`config.mk`:
```
export PLATFORM = sky130hd
export DESIGN_NAME = par_port_hs
export DESIGN_NICKNAME = d
export VERILOG_FILES = /design/src/rtl/pp_pkg.sv /design/src/rtl/pp_ctrl.sv /design/src/rtl/pp_chan.sv /design/src/rtl/pp_cmux.sv /design/src/rtl/par_port_hs.sv
export SDC_FILE = /design/constraint.sdc
export NUM_CORES = 1
export LEC_CHECK = 0
export ABC_CLOCK_PERIOD_IN_PS = 1750
export BUFFER_PORTS_ARGS = -buffer_cell sky130_fd_sc_hd__clkbuf_2
export CAP_MARGIN = 20
export CORE_ASPECT_RATIO = 0.75
export CORE_MARGIN = 3
export CORE_UTILIZATION = 49
export DETAILED_ROUTE_END_ITERATION = 8
export PLACE_DENSITY = 0.74
export SKIP_LAST_GASP = 1
export SLEW_MARGIN = 10
export SYNTH_ARGS = -nofsm -noshare
export SYNTH_HDL_FRONTEND = slang
export SYNTH_SLANG_ARGS = --single-unit
export TNS_END_PERCENT = 30
```
`constraint.sdc`:
```
create_clock -name clk -period 1.75 [get_ports clk]
set_input_delay 0.175 -clock clk [delete_from_list [all_inputs] [get_ports clk]]
set_output_delay 0.175 -clock clk [all_outputs]
set_load 0.02 [all_outputs]
```
`src/rtl/pp_pkg.sv`:
```
package pp_pkg;

  typedef enum logic [1:0] {
    PM_SIMPLE  = 2'd0,
    PM_STROBED = 2'd1,
    PM_BIDIR   = 2'd2
  } pmode_t;

  localparam logic [1:0] RA_PORTA = 2'd0;
  localparam logic [1:0] RA_PORTB = 2'd1;
  localparam logic [1:0] RA_PORTC = 2'd2;
  localparam logic [1:0] RA_CMD   = 2'd3;

  // port C bit roles in handshake modes
  localparam int PC_INTR_B = 0;
  localparam int PC_HS_B   = 1;
  localparam int PC_STB_B  = 2;
  localparam int PC_INTR_A = 3;
  localparam int PC_STB_A  = 4;
  localparam int PC_IBF_A  = 5;
  localparam int PC_ACK_A  = 6;
  localparam int PC_OBF_A  = 7;

  typedef struct packed {
    pmode_t a_mode;
    logic   a_in;
    logic   cu_in;
    logic   b_strobed;
    logic   b_in;
    logic   cl_in;
  } cfg_t;

endpackage

```
`src/rtl/pp_ctrl.sv`:
```
module pp_ctrl
  import pp_pkg::*;
(
  input  logic       clk,
  input  logic       rst_n,
  input  logic       wr_cmd,
  input  logic       wr_pc,
  input  logic [7:0] wdata,
  output cfg_t       cfg,
  output logic       clr,
  output logic [7:0] pc_lat,
  output logic       inte_a_in,
  output logic       inte_a_out,
  output logic       inte_b
);

  localparam int IE_AIN  = 0;
  localparam int IE_AOUT = 1;
  localparam int IE_B    = 2;
  localparam cfg_t CFG_RST = '{a_mode: PM_SIMPLE, a_in: 1'b1, cu_in: 1'b1,
                               b_strobed: 1'b0, b_in: 1'b1, cl_in: 1'b1};

  cfg_t       cfg_q, cfg_d;
  logic [7:0] pc_q, pc_d;
  logic [2:0] ie_q, ie_d;
  logic       mode_set;

  assign mode_set = wr_cmd & wdata[7];

  always_comb begin
    cfg_d = cfg_q;
    pc_d  = pc_q;
    ie_d  = ie_q;
    if (mode_set) begin
      cfg_d.a_mode    = wdata[6] ? PM_BIDIR : (wdata[5] ? PM_STROBED : PM_SIMPLE);
      cfg_d.a_in      = wdata[4];
      cfg_d.cu_in     = wdata[3];
      cfg_d.b_strobed = wdata[2];
      cfg_d.b_in      = wdata[1];
      cfg_d.cl_in     = wdata[0];
      pc_d            = '0;
      ie_d            = '0;
    end else if (wr_cmd) begin
      pc_d[wdata[3:1]] = wdata[0];
      if (wdata[3:1] == 3'(PC_STB_A)) ie_d[IE_AIN]  = wdata[0];
      if (wdata[3:1] == 3'(PC_ACK_A)) ie_d[IE_AOUT] = wdata[0];
      if (wdata[3:1] == 3'(PC_STB_B)) ie_d[IE_B]    = wdata[0];
    end else if (wr_pc) begin
      pc_d = wdata;
    end
  end

  always_ff @(posedge clk or negedge rst_n) begin
    if (!rst_n) begin
      cfg_q <= CFG_RST;
      pc_q  <= '0;
      ie_q  <= '0;
    end else begin
      cfg_q <= cfg_d;
      pc_q  <= pc_d;
      ie_q  <= ie_d;
    end
  end

  assign cfg        = cfg_q;
  assign clr        = mode_set;
  assign pc_lat     = pc_q;
  assign inte_a_in  = ie_q[IE_AIN];
  assign inte_a_out = ie_q[IE_AOUT];
  assign inte_b     = ie_q[IE_B];

  p_modeset_clears_r10: assert property (@(posedge clk) disable iff (!rst_n)
    mode_set |=> (pc_q == 8'h00 && ie_q == 3'b000));

  p_bsr_one_bit_r9: assert property (@(posedge clk) disable iff (!rst_n)
    (wr_cmd && !wdata[7]) |=> ($countones(pc_q ^ $past(pc_q)) <= 1));

endmodule

```
`src/rtl/pp_chan.sv`:
```
module pp_chan
  import pp_pkg::*;
#(
  parameter int DW       = 8,
  parameter bit BIDIR_OK = 1'b1
) (
  input  logic          clk,
  input  logic          rst_n,
  input  logic          clr,
  input  pmode_t        mode,
  input  logic          dir_in,
  input  logic          wr_port,
  input  logic          rd_port,
  input  logic [DW-1:0] wdata,
  input  logic [DW-1:0] pin_in,
  input  logic          stb_n,
  input  logic          ack_n,
  output logic [DW-1:0] out_lat,
  output logic [DW-1:0] pad_oe,
  output logic [DW-1:0] rdata,
  output logic          ibf,
  output logic          obf_n,
  output logic          irq_in,
  output logic          irq_out
);

  pmode_t mode_e;
  logic   in_hs, out_hs;
  logic   stb_fall, stb_rise, ack_fall, ack_rise;

  logic          stb_q, ack_q;
  logic [DW-1:0] in_q, in_d, out_q, out_d;
  logic          ibf_q, ibf_d, obf_n_q, obf_n_d;
  logic          iin_q, iin_d, iout_q, iout_d;

  assign mode_e   = (!BIDIR_OK && mode == PM_BIDIR) ? PM_STROBED : mode;
  assign in_hs    = (mode_e == PM_BIDIR) || (mode_e == PM_STROBED && dir_in);
  assign out_hs   = (mode_e == PM_BIDIR) || (mode_e == PM_STROBED && !dir_in);
  assign stb_fall = stb_q & ~stb_n;
  assign stb_rise = ~stb_q & stb_n;
  assign ack_fall = ack_q & ~ack_n;
  assign ack_rise = ~ack_q & ack_n;

  always_comb begin
    in_d    = in_q;
    out_d   = out_q;
    ibf_d   = ibf_q;
    obf_n_d = obf_n_q;
    iin_d   = iin_q;
    iout_d  = iout_q;
    if (clr) begin
      out_d   = '0;
      ibf_d   = 1'b0;
      obf_n_d = 1'b1;
      iin_d   = 1'b0;
      iout_d  = 1'b0;
    end else begin
      if (wr_port) out_d = wdata;
      // input handshake
      if (in_hs && stb_fall) begin
        in_d  = pin_in;
        ibf_d = 1'b1;
      end else if (in_hs && rd_port) begin
        ibf_d = 1'b0;
      end
      if (in_hs && stb_rise && ibf_q && !rd_port) iin_d = 1'b1;
      else if (rd_port) iin_d = 1'b0;
      // output handshake
      if (out_hs && wr_port) obf_n_d = 1'b0;
      else if (out_hs && ack_fall) obf_n_d = 1'b1;
      if (wr_port) iout_d = 1'b0;
      else if (out_hs && ack_rise && obf_n_q) iout_d = 1'b1;
    end
  end

  always_ff @(posedge clk or negedge rst_n) begin
    if (!rst_n) begin
      stb_q   <= 1'b1;
      ack_q   <= 1'b1;
      in_q    <= '0;
      out_q   <= '0;
      ibf_q   <= 1'b0;
      obf_n_q <= 1'b1;
      iin_q   <= 1'b0;
      iout_q  <= 1'b0;
    end else begin
      stb_q   <= stb_n;
      ack_q   <= ack_n;
      in_q    <= in_d;
      out_q   <= out_d;
      ibf_q   <= ibf_d;
      obf_n_q <= obf_n_d;
      iin_q   <= iin_d;
      iout_q  <= iout_d;
    end
  end

  always_comb begin
    case (mode_e)
      PM_BIDIR: pad_oe = ack_n ? '0 : '1;
      default:  pad_oe = dir_in ? '0 : '1;
    endcase
    if (dir_in || mode_e == PM_BIDIR)
      rdata = (mode_e == PM_SIMPLE) ? pin_in : in_q;
    else
      rdata = out_q;
  end

  assign out_lat = out_q;
  assign ibf     = ibf_q;
  assign obf_n   = obf_n_q;
  assign irq_in  = iin_q;
  assign irq_out = iout_q;

  p_irq_needs_ibf_r5: assert property (@(posedge clk) disable iff (!rst_n)
    $rose(iin_q) |-> $past(ibf_q));

  p_read_clears_ibf_r5: assert property (@(posedge clk) disable iff (!rst_n)
    (in_hs && rd_port && !stb_fall && !clr) |=> !ibf_q);

  p_write_sets_obf_r6: assert property (@(posedge clk) disable iff (!rst_n)
    (out_hs && wr_port && !clr) |=> !obf_n_q);

endmodule

```
`src/rtl/pp_cmux.sv`:
```
module pp_cmux
  import pp_pkg::*;
(
  input  cfg_t       cfg,
  input  logic [7:0] pc_lat,
  input  logic [7:0] pc_pins,
  input  logic       ibf_a,
  input  logic       obf_a_n,
  input  logic       iin_a,
  input  logic       iout_a,
  input  logic       inte_a_in,
  input  logic       inte_a_out,
  input  logic       ibf_b,
  input  logic       obf_b_n,
  input  logic       iin_b,
  input  logic       iout_b,
  input  logic       inte_b,
  output logic [7:0] pc_drv,
  output logic [7:0] pc_oe,
  output logic [7:0] pc_rd
);

  logic irq_a, irq_b, a_in_side, a_out_side;

  assign irq_a      = (inte_a_in & iin_a) | (inte_a_out & iout_a);
  assign irq_b      = inte_b & (iin_b | iout_b);
  assign a_in_side  = (cfg.a_mode == PM_BIDIR) || (cfg.a_mode == PM_STROBED && cfg.a_in);
  assign a_out_side = (cfg.a_mode == PM_BIDIR) || (cfg.a_mode == PM_STROBED && !cfg.a_in);

  always_comb begin
    for (int i = 0; i < 8; i++) begin
      pc_drv[i] = pc_lat[i];
      pc_oe[i]  = (i < 4) ? ~cfg.cl_in : ~cfg.cu_in;
    end
    if (cfg.b_strobed) begin
      pc_oe[PC_INTR_B]  = 1'b1;
      pc_drv[PC_INTR_B] = irq_b;
      pc_oe[PC_HS_B]    = 1'b1;
      pc_drv[PC_HS_B]   = cfg.b_in ? ibf_b : obf_b_n;
      pc_oe[PC_STB_B]   = 1'b0;
    end
    if (cfg.a_mode != PM_SIMPLE) begin
      pc_oe[PC_INTR_A]  = 1'b1;
      pc_drv[PC_INTR_A] = irq_a;
    end
    if (a_in_side) begin
      pc_oe[PC_STB_A]  = 1'b0;
      pc_oe[PC_IBF_A]  = 1'b1;
      pc_drv[PC_IBF_A] = ibf_a;
    end
    if (a_out_side) begin
      pc_oe[PC_ACK_A]  = 1'b0;
      pc_oe[PC_OBF_A]  = 1'b1;
      pc_drv[PC_OBF_A] = obf_a_n;
    end
    for (int i = 0; i < 8; i++) begin
      pc_rd[i] = pc_oe[i] ? pc_drv[i] : pc_pins[i];
    end
  end

endmodule

```
`src/rtl/par_port_hs.sv`:
```
module par_port_hs
  import pp_pkg::*;
#(
  parameter int DW         = 8,
  parameter int RST_STAGES = 2
) (
  input  logic          clk,
  input  logic          rst_n,
  input  logic          cs,
  input  logic          rd,
  input  logic          wr,
  input  logic [1:0]    addr,
  input  logic [DW-1:0] wdata,
  output logic [DW-1:0] rdata,
  input  logic [DW-1:0] pa_in,
  output logic [DW-1:0] pa_out,
  output logic [DW-1:0] pa_oe,
  input  logic [DW-1:0] pb_in,
  output logic [DW-1:0] pb_out,
  output logic [DW-1:0] pb_oe,
  input  logic [7:0]    pc_in,
  output logic [7:0]    pc_out,
  output logic [7:0]    pc_oe
);

  localparam int RS_MSB = RST_STAGES - 1;

  logic [RS_MSB:0] rs_q;
  logic            srst_n;

  always_ff @(posedge clk or negedge rst_n) begin
    if (!rst_n) rs_q <= '0;
    else        rs_q <= {rs_q[RS_MSB-1:0], 1'b1};
  end
  assign srst_n = rs_q[RS_MSB];

  logic wr_a, wr_b, wr_c, wr_cmd, rd_a, rd_b;
  assign wr_a   = cs & wr & (addr == RA_PORTA);
  assign wr_b   = cs & wr & (addr == RA_PORTB);
  assign wr_c   = cs & wr & (addr == RA_PORTC);
  assign wr_cmd = cs & wr & (addr == RA_CMD);
  assign rd_a   = cs & rd & (addr == RA_PORTA);
  assign rd_b   = cs & rd & (addr == RA_PORTB);

  cfg_t       cfg;
  logic       clr;
  logic [7:0] pc_lat;
  logic       inte_a_in, inte_a_out, inte_b;

  pp_ctrl u_ctrl (
    .clk(clk), .rst_n(srst_n), .wr_cmd(wr_cmd), .wr_pc(wr_c),
    .wdata(wdata[7:0]), .cfg(cfg), .clr(clr), .pc_lat(pc_lat),
    .inte_a_in(inte_a_in), .inte_a_out(inte_a_out), .inte_b(inte_b)
  );

  logic [DW-1:0] rd_pa, rd_pb;
  logic          ibf_a, obf_a_n, iin_a, iout_a;
  logic          ibf_b, obf_b_n, iin_b, iout_b;
  pmode_t        mode_b;

  assign mode_b = cfg.b_strobed ? PM_STROBED : PM_SIMPLE;

  pp_chan #(.DW(DW), .BIDIR_OK(1'b1)) u_chan_a (
    .clk(clk), .rst_n(srst_n), .clr(clr), .mode(cfg.a_mode), .dir_in(cfg.a_in),
    .wr_port(wr_a), .rd_port(rd_a), .wdata(wdata), .pin_in(pa_in),
    .stb_n(pc_in[PC_STB_A]), .ack_n(pc_in[PC_ACK_A]),
    .out_lat(pa_out), .pad_oe(pa_oe), .rdata(rd_pa),
    .ibf(ibf_a), .obf_n(obf_a_n), .irq_in(iin_a), .irq_out(iout_a)
  );

  pp_chan #(.DW(DW), .BIDIR_OK(1'b0)) u_chan_b (
    .clk(clk), .rst_n(srst_n), .clr(clr), .mode(mode_b), .dir_in(cfg.b_in),
    .wr_port(wr_b), .rd_port(rd_b), .wdata(wdata), .pin_in(pb_in),
    .stb_n(pc_in[PC_STB_B]), .ack_n(pc_in[PC_STB_B]),
    .out_lat(pb_out), .pad_oe(pb_oe), .rdata(rd_pb),
    .ibf(ibf_b), .obf_n(obf_b_n), .irq_in(iin_b), .irq_out(iout_b)
  );

  logic [7:0] pc_rd;

  pp_cmux u_cmux (
    .cfg(cfg), .pc_lat(pc_lat), .pc_pins(pc_in),
    .ibf_a(ibf_a), .obf_a_n(obf_a_n), .iin_a(iin_a), .iout_a(iout_a),
    .inte_a_in(inte_a_in), .inte_a_out(inte_a_out),
    .ibf_b(ibf_b), .obf_b_n(obf_b_n), .iin_b(iin_b), .iout_b(iout_b),
    .inte_b(inte_b), .pc_drv(pc_out), .pc_oe(pc_oe), .pc_rd(pc_rd)
  );

  logic [7:0] cfg_byte;
  assign cfg_byte = {1'b1, cfg.a_mode, cfg.a_in, cfg.cu_in, cfg.b_strobed, cfg.b_in, cfg.cl_in};

  always_comb begin
    case (addr)
      RA_PORTA: rdata = rd_pa;
      RA_PORTB: rdata = rd_pb;
      RA_PORTC: rdata = DW'(pc_rd);
      default:  rdata = DW'(cfg_byte);
    endcase
  end

  p_intr_b_gated_r7: assert property (@(posedge clk) disable iff (!srst_n)
    (cfg.b_strobed && !inte_b) |-> !pc_out[PC_INTR_B]);

  p_reset_inputs_r1: assert property (@(posedge clk) disable iff (!srst_n)
    $rose(srst_n) |-> (pa_oe == '0 && pb_oe == '0 && pc_oe == 8'h00));

endmodule

```
==> summary.txt <==
Final clock period utilization by the worst path: 134%
Fill count: 632
Overall routing resource usage: 28.0%
Average wire length per cell after detail routing: 18.5 µm
Fraction of layout cells with a size suffix above 1: 40.4%
HPWL Detailed: 9130 µm
Number of vias in the routed layout: 3904
Antenna violations before repair: 0
Depth of the worst hold-timing path: 2
Proportion of synthesized chip area in sequential cells: 41.5%
Clock root buffer: sky130_fd_sc_hd__clkbuf_8
Initial standard-cell utilization of the core: 51.2%
Dominant cells by area after synthesis: sky130_fd_sc_hd__dfrtp_1 (35%), sky130_fd_sc_hd__nand2_1 (7.2%), sky130_fd_sc_hd__mux2_2 (6.8%), sky130_fd_sc_hd__dfstp_2 (6.2%), sky130_fd_sc_hd__a21oi_1 (4.7%)
Count of state elements after synthesis: 63
Share of synthesized flip-flops with an asynchronous set or reset: 100%
Synthesized netlist cell count: 432
Core footprint: 7470 µm²
Number of antenna-violating nets in the routed design: 0
Highest fanout seen on the critical path: 13
Leading cell types by count after synthesis: sky130_fd_sc_hd__nand2_1 (73), sky130_fd_sc_hd__dfrtp_1 (54), sky130_fd_sc_hd__a21oi_1 (36)
Post-DR vias/cell: 5.92
Largest family of logic cells by synthesized area: compound AO/OA/AOI/OAI gates
Synth warn: 0
Global-route wire length before repair: 19000 µm
Buffer levels on the longest clock path: 2
Data required time of the worst path: 1570 ps
Top_reg_cell synth: sky130_fd_sc_hd__dfrtp_1
Type of the most critical hold path: input port to flip-flop
Failing checks: setup timing
Clock period minus final worst setup slack: 2350 ps
Final Hold Fails: 0
Worst slack after detailed placement: -271 ps
Clock sinks: 63
Total power of the final layout: 6.21 mW
Final nets: 593
Drt first pass iters: 5
Worst vdd rail ir drop: 0.722 mV
Post-Syn Nets: 471
Simple-gate area share of the yosys netlist: 18.9%
Share of synthesized cell area in full adder, half adder and majority cells: 0%
Share of the synthesized area in the top cell type: 35.3%
End of the worst register-to-register path: u_chan_a.in_q[1]
Final max-slew violation count: 0
Setup Skew: 8.66 ps
Unrepaired setup endpoints after global routing: true
Hold EP: u_chan_a.in_q[2]
DRC viols: 0
Category of the critical setup timing path: flip-flop to output pin
Floorplan row count: 27
Setup TNS after final layout: -9590 ps
Max-cap violation count: 0
Power density normalized to cell area: 1230 nW/µm²
I/O Pins: 95
Mean area per synthesized cell: 8.86 µm²
Share of the synthesized netlist area taken by xor and xnor gates: 0%
Slack of the worst reg-to-reg path: -310 ps
Cell count of the worst reg-to-reg path: 6
Most instantiated library cell after synthesis: sky130_fd_sc_hd__nand2_1
Hold_sp: pa_in[2]
FMAX: 426 MHz
Depth of the CTS H-tree: 3
Minimum setup slack in the final design: -597 ps
Die Span X: 108 µm
Unique masters post-synth: 57
Count of input and output buffers: 94
Area of combinational cells with multiple inputs: 2050 µm²
Number of buffers created by CTS: 9
Origin of the critical flop-to-flop path: u_ctrl.cfg[4]
Number of DRC markers in iteration 0: 344
Number of synthesized flops with an enable pin: 0
Sequential cell area: 1590 µm²
Pin count of the biggest net entering global routing: 35
Data arrival time of the worst path: 2170 ps
Final weighted congestion in routability-driven placement: 0.961
Number of diodes added for antenna fixing: 0
Overflow left after global routing: 0
Die span in y: 82.5 µm
Total standard cell area after synthesis: 3830 µm²
TritonCTS clock tree: built
Setup Viol. Count Final: 32
Reg clk slew, reported paths: 70 ps
Startpoint type of the worst setup path: flip-flop
Synth-to-layout area growth: 31.6%
Element type at the critical path end: output pin
Mux cell area share after synthesis: 11.5%
Drt total wl: 12200 µm
Leak: 2.37 nW
Skew-Pair Late Insertion Delay: 350 ps
Run status: finished with violations
Number of global-route vias before repair: 3702
Fraction of the mapped netlist area in compound gates: 20.3%
Library cell occupying the most area in the post-synthesis netlist: sky130_fd_sc_hd__dfrtp_1
Die Area: 8920 µm²
[worst max-delay path: stages, from the launching register on]
cell	delay (ps)
sky130_fd_sc_hd__dfrtp_1	420
sky130_fd_sc_hd__buf_4	250
sky130_fd_sc_hd__nand2b_1	200
sky130_fd_sc_hd__buf_4	140
sky130_fd_sc_hd__o22ai_1	70
sky130_fd_sc_hd__a221o_1	380
sky130_fd_sc_hd__o31ai_1	110
sky130_fd_sc_hd__buf_2	250
[power by group]
part	switching [mW]	total (mW)	internal (mW)
clock	0.561	1.33	0.770
sequential	0.361	2.24	1.87
combinational	1.45	2.64	1.19
total	2.37	6.21	3.84
[repair_timing]
item / CTS / global route
pin swaps: 6 / 7
endpoints found under the setup margin: 31 / 39
cloned: 0 / 1
hold buffers: 4 / 0
buffers inserted: 2 / 1
hold endpoints to repair: 5 / 0
resized for setup: 20 / 17
[area by class of cell]
type,count,area share [%]
clock buffers,13,3.36
clock inverters,3,0.795
inverters,10,0.746
multi-input cells,312,40.8
flip-flops and latches,63,31.6
well taps,101,2.51
repair buffers,158,20.2
[state kept, by name (all words and copies together), names as in the netlist]
| name | flops |
|---|---|
| u_chan_a.in_q | 8 |
| u_chan_a.out_lat | 8 |
| u_chan_b.in_q | 8 |
| u_chan_b.out_lat | 8 |
| u_ctrl.pc_lat | 8 |
| u_ctrl.cfg | 7 |
| u_ctrl.ie_q | 3 |
| rs_q | 2 |
| u_chan_a.ack_q | 1 |
| u_chan_a.ibf | 1 |
| u_chan_a.irq_in | 1 |
| u_chan_a.irq_out | 1 |
| u_chan_a.obf_n | 1 |
| u_chan_a.stb_q | 1 |
| u_chan_b.ibf | 1 |
| u_chan_b.irq_in | 1 |
| u_chan_b.irq_out | 1 |
| u_chan_b.obf_n | 1 |
| u_chan_b.stb_q | 1 |
[layer usage]
layer / vias up / GRT usage, % / wire length [µm]
met4: 0 / 7.69 / 121
li1: 1782 / - / -
met3: 12 / 7.38 / 1220
met2: 218 / 44.2 / 5620
met5: - / 0 / 0
met1: 1892 / 38.3 / 5260
[layout by cell type (no fill, tap or decap), drive strengths merged, types with 5 or more instances in the layout]
cell    count
o22ai       6
nor3       12
nand2b     10
mux2i      18
a21oi      36
nand3       7
nand2      73
buf        65
o21ai      28
dfrtp      54
inv        10
a31oi       5
nor2b       7
clkbuf    102
dfstp       9
nor2       21
mux2       23
[kinds of logic (layout without fill, tap and decap cells)]
family / after synthesis / after routing
mux: 41 / 41
buf+inv: 57 / 184
flops: 63 / 63
compound gates: 121 / 121
simple gates: 149 / 149
other cells: 1 / 1
[stage by stage]
stage	cells	hold WS, ps	utilization (%)	cell area (µm²)
after CTS	658	64.9	66.7	4980
after global placement	636	-40.2	62.2	4640
after global routing	660	74.6	67.4	5030
final	660	68.7	67.4	5030
after floorplan	432	-121	-	3880
after detailed placement	636	-38.0	62.2	4640
[worst max path at each step]
stage          depth (start not counted)       end     startpoint  slack (ps)
3_3_place_gp                           5  rdata[6]  u_ctrl.cfg[4]        -230
4_1_cts                                7  rdata[4]  u_ctrl.cfg[4]        -520
3_5_place_dp                           6  rdata[3]  u_ctrl.cfg[4]        -270
6_report                               7  rdata[7]  u_ctrl.cfg[5]        -600
2_1_floorplan                          4  pa_oe[1]  u_ctrl.cfg[5]        -190
5_1_grt                                7  rdata[7]  u_ctrl.cfg[1]        -620
Note: power is estimated with default switching activity, not from simulation.
